## config.mk

```make
export PLATFORM = sky130hd
export DESIGN_NAME = nco_serial_cordic
export DESIGN_NICKNAME = d
export VERILOG_FILES = /design/src/rtl/nco_pkg.sv /design/src/rtl/nco_phase_acc.sv /design/src/rtl/nco_cordic_iter.sv /design/src/rtl/nco_out_stage.sv /design/src/rtl/nco_serial_cordic.sv
export SDC_FILE = /design/constraint.sdc
export NUM_CORES = 1
export LEC_CHECK = 0
export CORE_AREA = 2 2 189 191
export CTS_BUF_LIST = sky130_fd_sc_hd__clkbuf_4
export DETAILED_ROUTE_END_ITERATION = 7
export DIE_AREA = 0 0 191 193
export PLACE_DENSITY_LB_ADDON = 0.2
export SYNTH_ARGS = -nofsm -noshare
export SYNTH_HDL_FRONTEND = slang
export SYNTH_SLANG_ARGS = --single-unit
```

## constraint.sdc

```tcl
create_clock -name clk -period 6.4 [get_ports clk]
set_input_delay 1.28 -clock clk [delete_from_list [all_inputs] [get_ports clk]]
set_output_delay 1.28 -clock clk [all_outputs]
set_load 0.1 [all_outputs]
```

## src/rtl/nco_pkg.sv

```systemverilog
package nco_pkg;
  localparam int ACC_W = 32;
  typedef logic [ACC_W-1:0] phase_t;

  // 1/1.6467602581 in Q30
  localparam longint GAIN_Q30 = 64'd652032874;

  // arctan(2^-i) as a fraction of a full turn, scaled to 2^32
  function automatic phase_t atan_step(input int unsigned i);
    case (i)
      0:  atan_step = 32'd536870912;
      1:  atan_step = 32'd316933406;
      2:  atan_step = 32'd167458907;
      3:  atan_step = 32'd85004756;
      4:  atan_step = 32'd42667331;
      5:  atan_step = 32'd21354465;
      6:  atan_step = 32'd10679838;
      7:  atan_step = 32'd5340245;
      8:  atan_step = 32'd2670163;
      9:  atan_step = 32'd1335087;
      10: atan_step = 32'd667544;
      11: atan_step = 32'd333772;
      12: atan_step = 32'd166886;
      13: atan_step = 32'd83443;
      14: atan_step = 32'd41722;
      15: atan_step = 32'd20861;
      default: atan_step = 32'((64'd683565276 + (64'd1 << (i - 1))) >> i);
    endcase
  endfunction

  // gain-compensated start magnitude with GUARD extra fraction bits
  function automatic longint start_mag(input int prec, input int guard);
    return (GAIN_Q30 << (prec - 1 + guard)) >> 30;
  endfunction
endpackage

```

## src/rtl/nco_phase_acc.sv

```systemverilog
module nco_phase_acc
  import nco_pkg::*;
(
  input  logic   clk,
  input  logic   rst_n,
  input  logic   load,
  input  phase_t inc,
  input  phase_t fmod,
  input  phase_t pmod,
  output phase_t sample_phase
);
  phase_t acc_q;

  assign sample_phase = acc_q + pmod;

  always_ff @(posedge clk or negedge rst_n) begin
    if (!rst_n)    acc_q <= '0;
    else if (load) acc_q <= acc_q + inc + fmod;
  end


  acc_hold_chk: assert property (@(posedge clk) disable iff (!rst_n)
    !load |=> $stable(acc_q));
endmodule

```

## src/rtl/nco_cordic_iter.sv

```systemverilog
module nco_cordic_iter
  import nco_pkg::*;
#(
  parameter int PREC  = 16,
  parameter int GUARD = 4,
  parameter int CW    = $clog2(PREC),
  localparam int DW   = PREC + GUARD + 2
) (
  input  logic                 clk,
  input  logic                 rst_n,
  input  logic                 load,
  input  logic                 step,
  input  logic [CW-1:0]        idx,
  input  phase_t               phase_in,
  output logic signed [DW-1:0] x_o,
  output logic signed [DW-1:0] y_o,
  output logic [1:0]           quad_o
);
  localparam logic signed [DW-1:0] X0 = DW'(start_mag(PREC, GUARD));

  logic signed [DW-1:0]    x_q, y_q;
  logic signed [ACC_W-1:0] z_q;
  logic [1:0]              quad_q;
  logic signed [DW-1:0]    x_sh, y_sh;
  logic signed [ACC_W-1:0] ang;

  assign x_sh = x_q >>> idx;
  assign y_sh = y_q >>> idx;
  assign ang  = $signed(atan_step(32'(idx)));

  always_ff @(posedge clk or negedge rst_n) begin
    if (!rst_n) begin
      x_q <= '0; y_q <= '0; z_q <= '0; quad_q <= '0;
    end else if (load) begin
      // the first micro-rotation always turns positive from a zero y
      x_q    <= X0;
      y_q    <= X0;
      z_q    <= $signed({2'b00, phase_in[ACC_W-3:0]}) - $signed(atan_step(0));
      quad_q <= phase_in[ACC_W-1:ACC_W-2];
    end else if (step) begin
      if (z_q >= 0) begin
        x_q <= x_q - y_sh; y_q <= y_q + x_sh; z_q <= z_q - ang;
      end else begin
        x_q <= x_q + y_sh; y_q <= y_q - x_sh; z_q <= z_q + ang;
      end
    end
  end

  assign x_o    = x_q;
  assign y_o    = y_q;
  assign quad_o = quad_q;


  step_index_chk: assert property (@(posedge clk) disable iff (!rst_n)
    step |-> (idx != '0));

  iter_hold_chk: assert property (@(posedge clk) disable iff (!rst_n)
    (!load && !step) |=> ($stable(x_q) && $stable(z_q) && $stable(quad_q)));
endmodule

```

## src/rtl/nco_out_stage.sv

```systemverilog
module nco_out_stage #(
  parameter int PREC  = 16,
  parameter int GUARD = 4,
  localparam int DW   = PREC + GUARD + 2
) (
  input  logic                   clk,
  input  logic                   rst_n,
  input  logic                   en,
  input  logic                   take,
  input  logic signed [DW-1:0]   x_i,
  input  logic signed [DW-1:0]   y_i,
  input  logic [1:0]             quad_i,
  output logic signed [PREC-1:0] sin_o,
  output logic signed [PREC-1:0] cos_o,
  output logic                   valid_o
);
  localparam logic signed [DW-1:0] HALF = DW'(2 ** (GUARD - 1));
  localparam logic signed [DW-1:0] MAXV = DW'(2 ** (PREC - 1) - 1);
  localparam logic signed [DW-1:0] MINV = -MAXV - DW'(1);

  function automatic logic signed [PREC-1:0] round_sat(input logic signed [DW-1:0] v);
    logic signed [DW-1:0] r;
    r = (v + HALF) >>> GUARD;
    if (r > MAXV)      r = MAXV;
    else if (r < MINV) r = MINV;
    return r[PREC-1:0];
  endfunction

  logic signed [DW-1:0] c_full, s_full;

  always_comb begin
    unique case (quad_i)
      2'd0: begin c_full = x_i;  s_full = y_i;  end
      2'd1: begin c_full = -y_i; s_full = x_i;  end
      2'd2: begin c_full = -x_i; s_full = -y_i; end
      default: begin c_full = y_i; s_full = -x_i; end
    endcase
  end

  always_ff @(posedge clk or negedge rst_n) begin
    if (!rst_n) begin
      sin_o <= '0; cos_o <= '0; valid_o <= 1'b0;
    end else if (en) begin
      valid_o <= take;
      if (take) begin
        sin_o <= round_sat(s_full);
        cos_o <= round_sat(c_full);
      end
    end
  end


  out_freeze_chk: assert property (@(posedge clk) disable iff (!rst_n)
    !en |=> ($stable(valid_o) && $stable(sin_o) && $stable(cos_o)));

  out_hold_chk: assert property (@(posedge clk) disable iff (!rst_n)
    !take |=> ($stable(sin_o) && $stable(cos_o)));
endmodule

```

## src/rtl/nco_serial_cordic.sv

```systemverilog
module nco_serial_cordic
  import nco_pkg::*;
#(
  parameter int PREC  = 16,
  parameter int GUARD = 4
) (
  input  logic                   clk,
  input  logic                   rst_n,
  input  logic                   clken,
  input  logic [31:0]            phase_inc,
  input  logic [31:0]            phase_mod,
  input  logic [31:0]            freq_mod,
  output logic signed [PREC-1:0] sin_out,
  output logic signed [PREC-1:0] cos_out,
  output logic                   out_valid
);
  localparam int CW = $clog2(PREC);
  localparam int DW = PREC + GUARD + 2;
  localparam logic [CW-1:0] LAST = CW'(PREC - 1);

  logic [CW-1:0]        iter_cnt;
  logic                 primed;
  logic                 load_evt, step_evt, take_evt;
  phase_t               sample_phase;
  logic signed [DW-1:0] x_w, y_w;
  logic [1:0]           quad_w;

  assign load_evt = clken && (iter_cnt == '0);
  assign step_evt = clken && (iter_cnt != '0);
  assign take_evt = load_evt && primed;

  always_ff @(posedge clk or negedge rst_n) begin
    if (!rst_n) begin
      iter_cnt <= '0;
      primed   <= 1'b0;
    end else if (clken) begin
      iter_cnt <= (iter_cnt == LAST) ? '0 : iter_cnt + CW'(1);
      if (load_evt) primed <= 1'b1;
    end
  end

  nco_phase_acc u_acc (
    .clk(clk), .rst_n(rst_n), .load(load_evt),
    .inc(phase_inc), .fmod(freq_mod), .pmod(phase_mod),
    .sample_phase(sample_phase)
  );

  nco_cordic_iter #(.PREC(PREC), .GUARD(GUARD), .CW(CW)) u_iter (
    .clk(clk), .rst_n(rst_n), .load(load_evt), .step(step_evt),
    .idx(iter_cnt), .phase_in(sample_phase),
    .x_o(x_w), .y_o(y_w), .quad_o(quad_w)
  );

  nco_out_stage #(.PREC(PREC), .GUARD(GUARD)) u_out (
    .clk(clk), .rst_n(rst_n), .en(clken), .take(take_evt),
    .x_i(x_w), .y_i(y_w), .quad_i(quad_w),
    .sin_o(sin_out), .cos_o(cos_out), .valid_o(out_valid)
  );


  cnt_range_chk: assert property (@(posedge clk) disable iff (!rst_n)
    iter_cnt <= LAST);

  valid_on_take_chk: assert property (@(posedge clk) disable iff (!rst_n)
    take_evt |=> out_valid);

  valid_off_chk: assert property (@(posedge clk) disable iff (!rst_n)
    (clken && !load_evt) |=> !out_valid);

  seq_freeze_chk: assert property (@(posedge clk) disable iff (!rst_n)
    !clken |=> ($stable(iter_cnt) && $stable(primed)));

  no_early_valid_chk: assert property (@(posedge clk) disable iff (!rst_n)
    !primed |-> !out_valid);
endmodule

```

==> summary.md <==
| Metric | Value |
|---|---|
| DR vias | about 19000 |
| CTS Buf Count | 17 |
| Reg-to-reg critical path startpoint | iter_cnt[0] |
| Endpoints failing setup | 0 |
| Status | finished, final reports clean |
| Clock tree buffer depth | 2 |
| Critical Path Sink Type | flip-flop |
| RSZ-0062 raised after global routing | false |
| Pin count of the biggest net entering global routing | between 60 and 70 |
| Drt pass-1 iters | 8 |
| Final Cell Area | roughly 0.022 sq mm |
| Max Cap Viol | 0 |
| Post-placement cell area | 0.02139 sq mm |
| Worst skew pair latency | approximately 670 ps |
| CP Launch Type | flip-flop |
| Clk slew on worst S/H paths | about 160 ps |
| Min-delay worst type | reg2reg |
| Slew Limit Fails | 0 |
| Setup TNS | 0 ps |
| Top FF cell, synth | dfrtp_1 |
| Syn_area_per_cell | slightly above 8 sq um |
| Via count of the first global-routing pass | between 15000 and 20000 |
| Routed len/inst | 20.35 um |
| Post-DRT Antenna Nets | 0 |
| RePlAce Congestion | just under 1 |
| Crit path from | iter_cnt[0] |
| Top-area cell type share of the netlist area | 0.1879 |
| Biggest fanout along the worst timing path | 54 |
| Top post-synthesis cells by area | dfrtp_1 19%, ha_1 9.1%, xnor2_1 5.7% |
| Cell taking the most area after synthesis | dfrtp_1 |
| Setup Skew | 33.68 ps |
| Hpwl dp | around 46000 um |
| Initial core utilization | 0.5637 |
| Via-to-Cell Ratio | ~6.5 |
| Die height | roughly 190 um |
| Nets | about 2800 |
| Area growth syn-to-layout | 10.16% |
| H-tree lvl count | 4 |
| GRT overflow | 0 |
| Worst slew margin | 0.2148 |
| First-pass GRT wire length | around 100000 um |
| Fin crit share | 0.9202 |
| Synth cell types | 96 |
| Post-synthesis sequential area ratio | 0.1879 |
| HP Start | primed |
| Share of cells above drive strength 1 | 0.09367 |
| Iteration-0 DRC Markers | about 1500 |
| Std-Cell Rows | 69 |
| Routed WL | approximately 60000 um |
| Fin crit period | 5889 ps |
| Core area | 0.03496 sq mm |
| Worst-Margin Slew | approximately 1200 ps |
| YS warnings | 0 |
| Net Count, Synth | around 2700 |
| Root Driver | clkbuf_4 |
| Crit path arrival time | roughly 6400 ps |
| Post-synth EDFFs | 0 |
| Maximum clock rate | approximately 170 MHz |
| Io pins | between 100 and 150 |
| DR DRC count | 0 |
| Clock sinks | about 150 |
| GR Util All Layers | 0.3319 |
| Post-synthesis instance total | between 2000 and 2500 |
| Die ar. | 0.03686 sq mm |
| #FFs+latches synth | roughly 150 |
| Crit path required time | 6930 ps |
| Port Buf Inserts | 131 |
| Die width | roughly 190 um |
| CTS tree | yes |
| Fin. Hold Viols | 0 |
| Initial antenna violation count | 1 |
| CP Class | reg2reg |
| Async SR Flop Fraction | 1.000 |
| Synthesized area | approximately 0.02 sq mm |
cell type report:
class | instances | area (sq um)
diodes | 1 | 2.502
clock buffers | 17 | 127.6
clock inverters | 15 | 157.7
fillers | 3114 | 13250
inverters | 78 | 292.8
multi-input cells | 2053 | 15090
flip-flops and latches | 148 | 3714
well taps | 461 | 576.8
repair buffers | 187 | 1750
sequential cells by signal (all words and copies together), names as in the netlist:
| signal | flops |
|---|---|
| iter_cnt | 4 |
| primed | 1 |
| u_acc.acc_q | 32 |
| u_iter.quad_o | 2 |
| u_iter.x_o | 22 |
| u_iter.y_o | 22 |
| u_iter.z_q | 32 |
| u_out.cos_o | 16 |
| u_out.sin_o | 16 |
| u_out.valid_o | 1 |
synth_stat cells, types with 32 or more instances:
cell type and number:
clkbuf_1 103, ha_1 144, nand2b_1 36, fa_1 36
mux2_2 32, o21ai_0 154, nand3_1 97, nor2_1 215
xnor2_1 129, nand2_1 208, dfrtp_1 148, mux2i_1 55
inv_1 77, a21o_1 47, xor2_1 89, mux4_2 48
a31oi_1 40, a21oi_1 170, nor3_1 63
routing by layer:
metal / part of all wire / up-vias / track usage
li1: - / 9086 / -
met1: 0.40 / 9230 / 0.4016
met4: 0.053 / 0 / 0.1786
met5: 0 / - / 0
met2: 0.49 / 709 / 0.5679
met3: 0.062 / 174 / 0.05394
final timing paths:
kind	endpoint	slack [ps]	cells past startpoint
max	u_iter.x_o[21]	510	21
min	primed	510	1
max reg2reg	u_iter.x_o[21]	510	21
min reg2reg	primed	510	1
max in group asynchronous	iter_cnt[0]	4720	2
min in group asynchronous	u_iter.y_o[21]	530	1
worst max-delay path, stage by stage (launching register included):
cell and delay (ps):
dfrtp_4 460, buf_12 260, buf_6 330, mux4_2 580, mux2_2 290, a222oi_1 460, nand2_1 170, nor3_2 340
nand2_1 210, nand2_1 120, xnor2_1 80, ha_1 310, o21a_1 160, o21ai_0 120, a21oi_1 200, nand3_1 170
o211ai_1 350, a211oi_1 180, o311ai_0 530, xnor2_1 170, nand3_1 110, o221ai_1 110
stage by stage:
stage                 util  instances  setup slack (ps)  hold WS [ps]
floorplan                -       2430             156.3         454.0
global placement    0.6119       2925             371.4         468.0
detailed placement  0.6119       2925             288.7         479.6
CTS                 0.6200       2957             223.2         518.4
global route        0.6210       2960             31.41         550.9
finish              0.6210       2960             510.8         510.7
what timing repair did:
item / CTS / global route
endpoints found under the setup margin: 0 / 7
resized for setup: 0 / 5
hold buffers: 0 / 0
setup buffers: 0 / 2
cells by family (layout without fill, tap and decap cells):
group | Yosys count | count (layout) | share of synthesized area
and+or+nand+nor | 819 | 819 | 0.2035
AOI/OAI and AO/OA | 700 | 700 | 0.2349
buffers and inverters | 229 | 297 | 0.04698
xor gates and xnor gates | 218 | 218 | 0.09687
adders and majority gates | 180 | 180 | 0.1280
DFF | 148 | 148 | 0.1879
muxes | 136 | 136 | 0.1018
other | 0 | 1 | 0
cell usage in the layout (no fill, tap or decap), types with 54 or more instances in the layout:
cell and count:
nor2_1 214, nand2_1 207, a21oi_1 170, o21ai_0 154
ha_1 144, dfrtp_1 144, xnor2_1 129, clkdlybuf4s50_1 129
nand3_1 97, xor2_1 89, inv_1 77, nor3_1 62
mux2i_1 55, buf_4 54
Power is left out: the tool's default activity adds up to more than one toggle a clock period on the data nets, which glitch-free logic cannot reach.
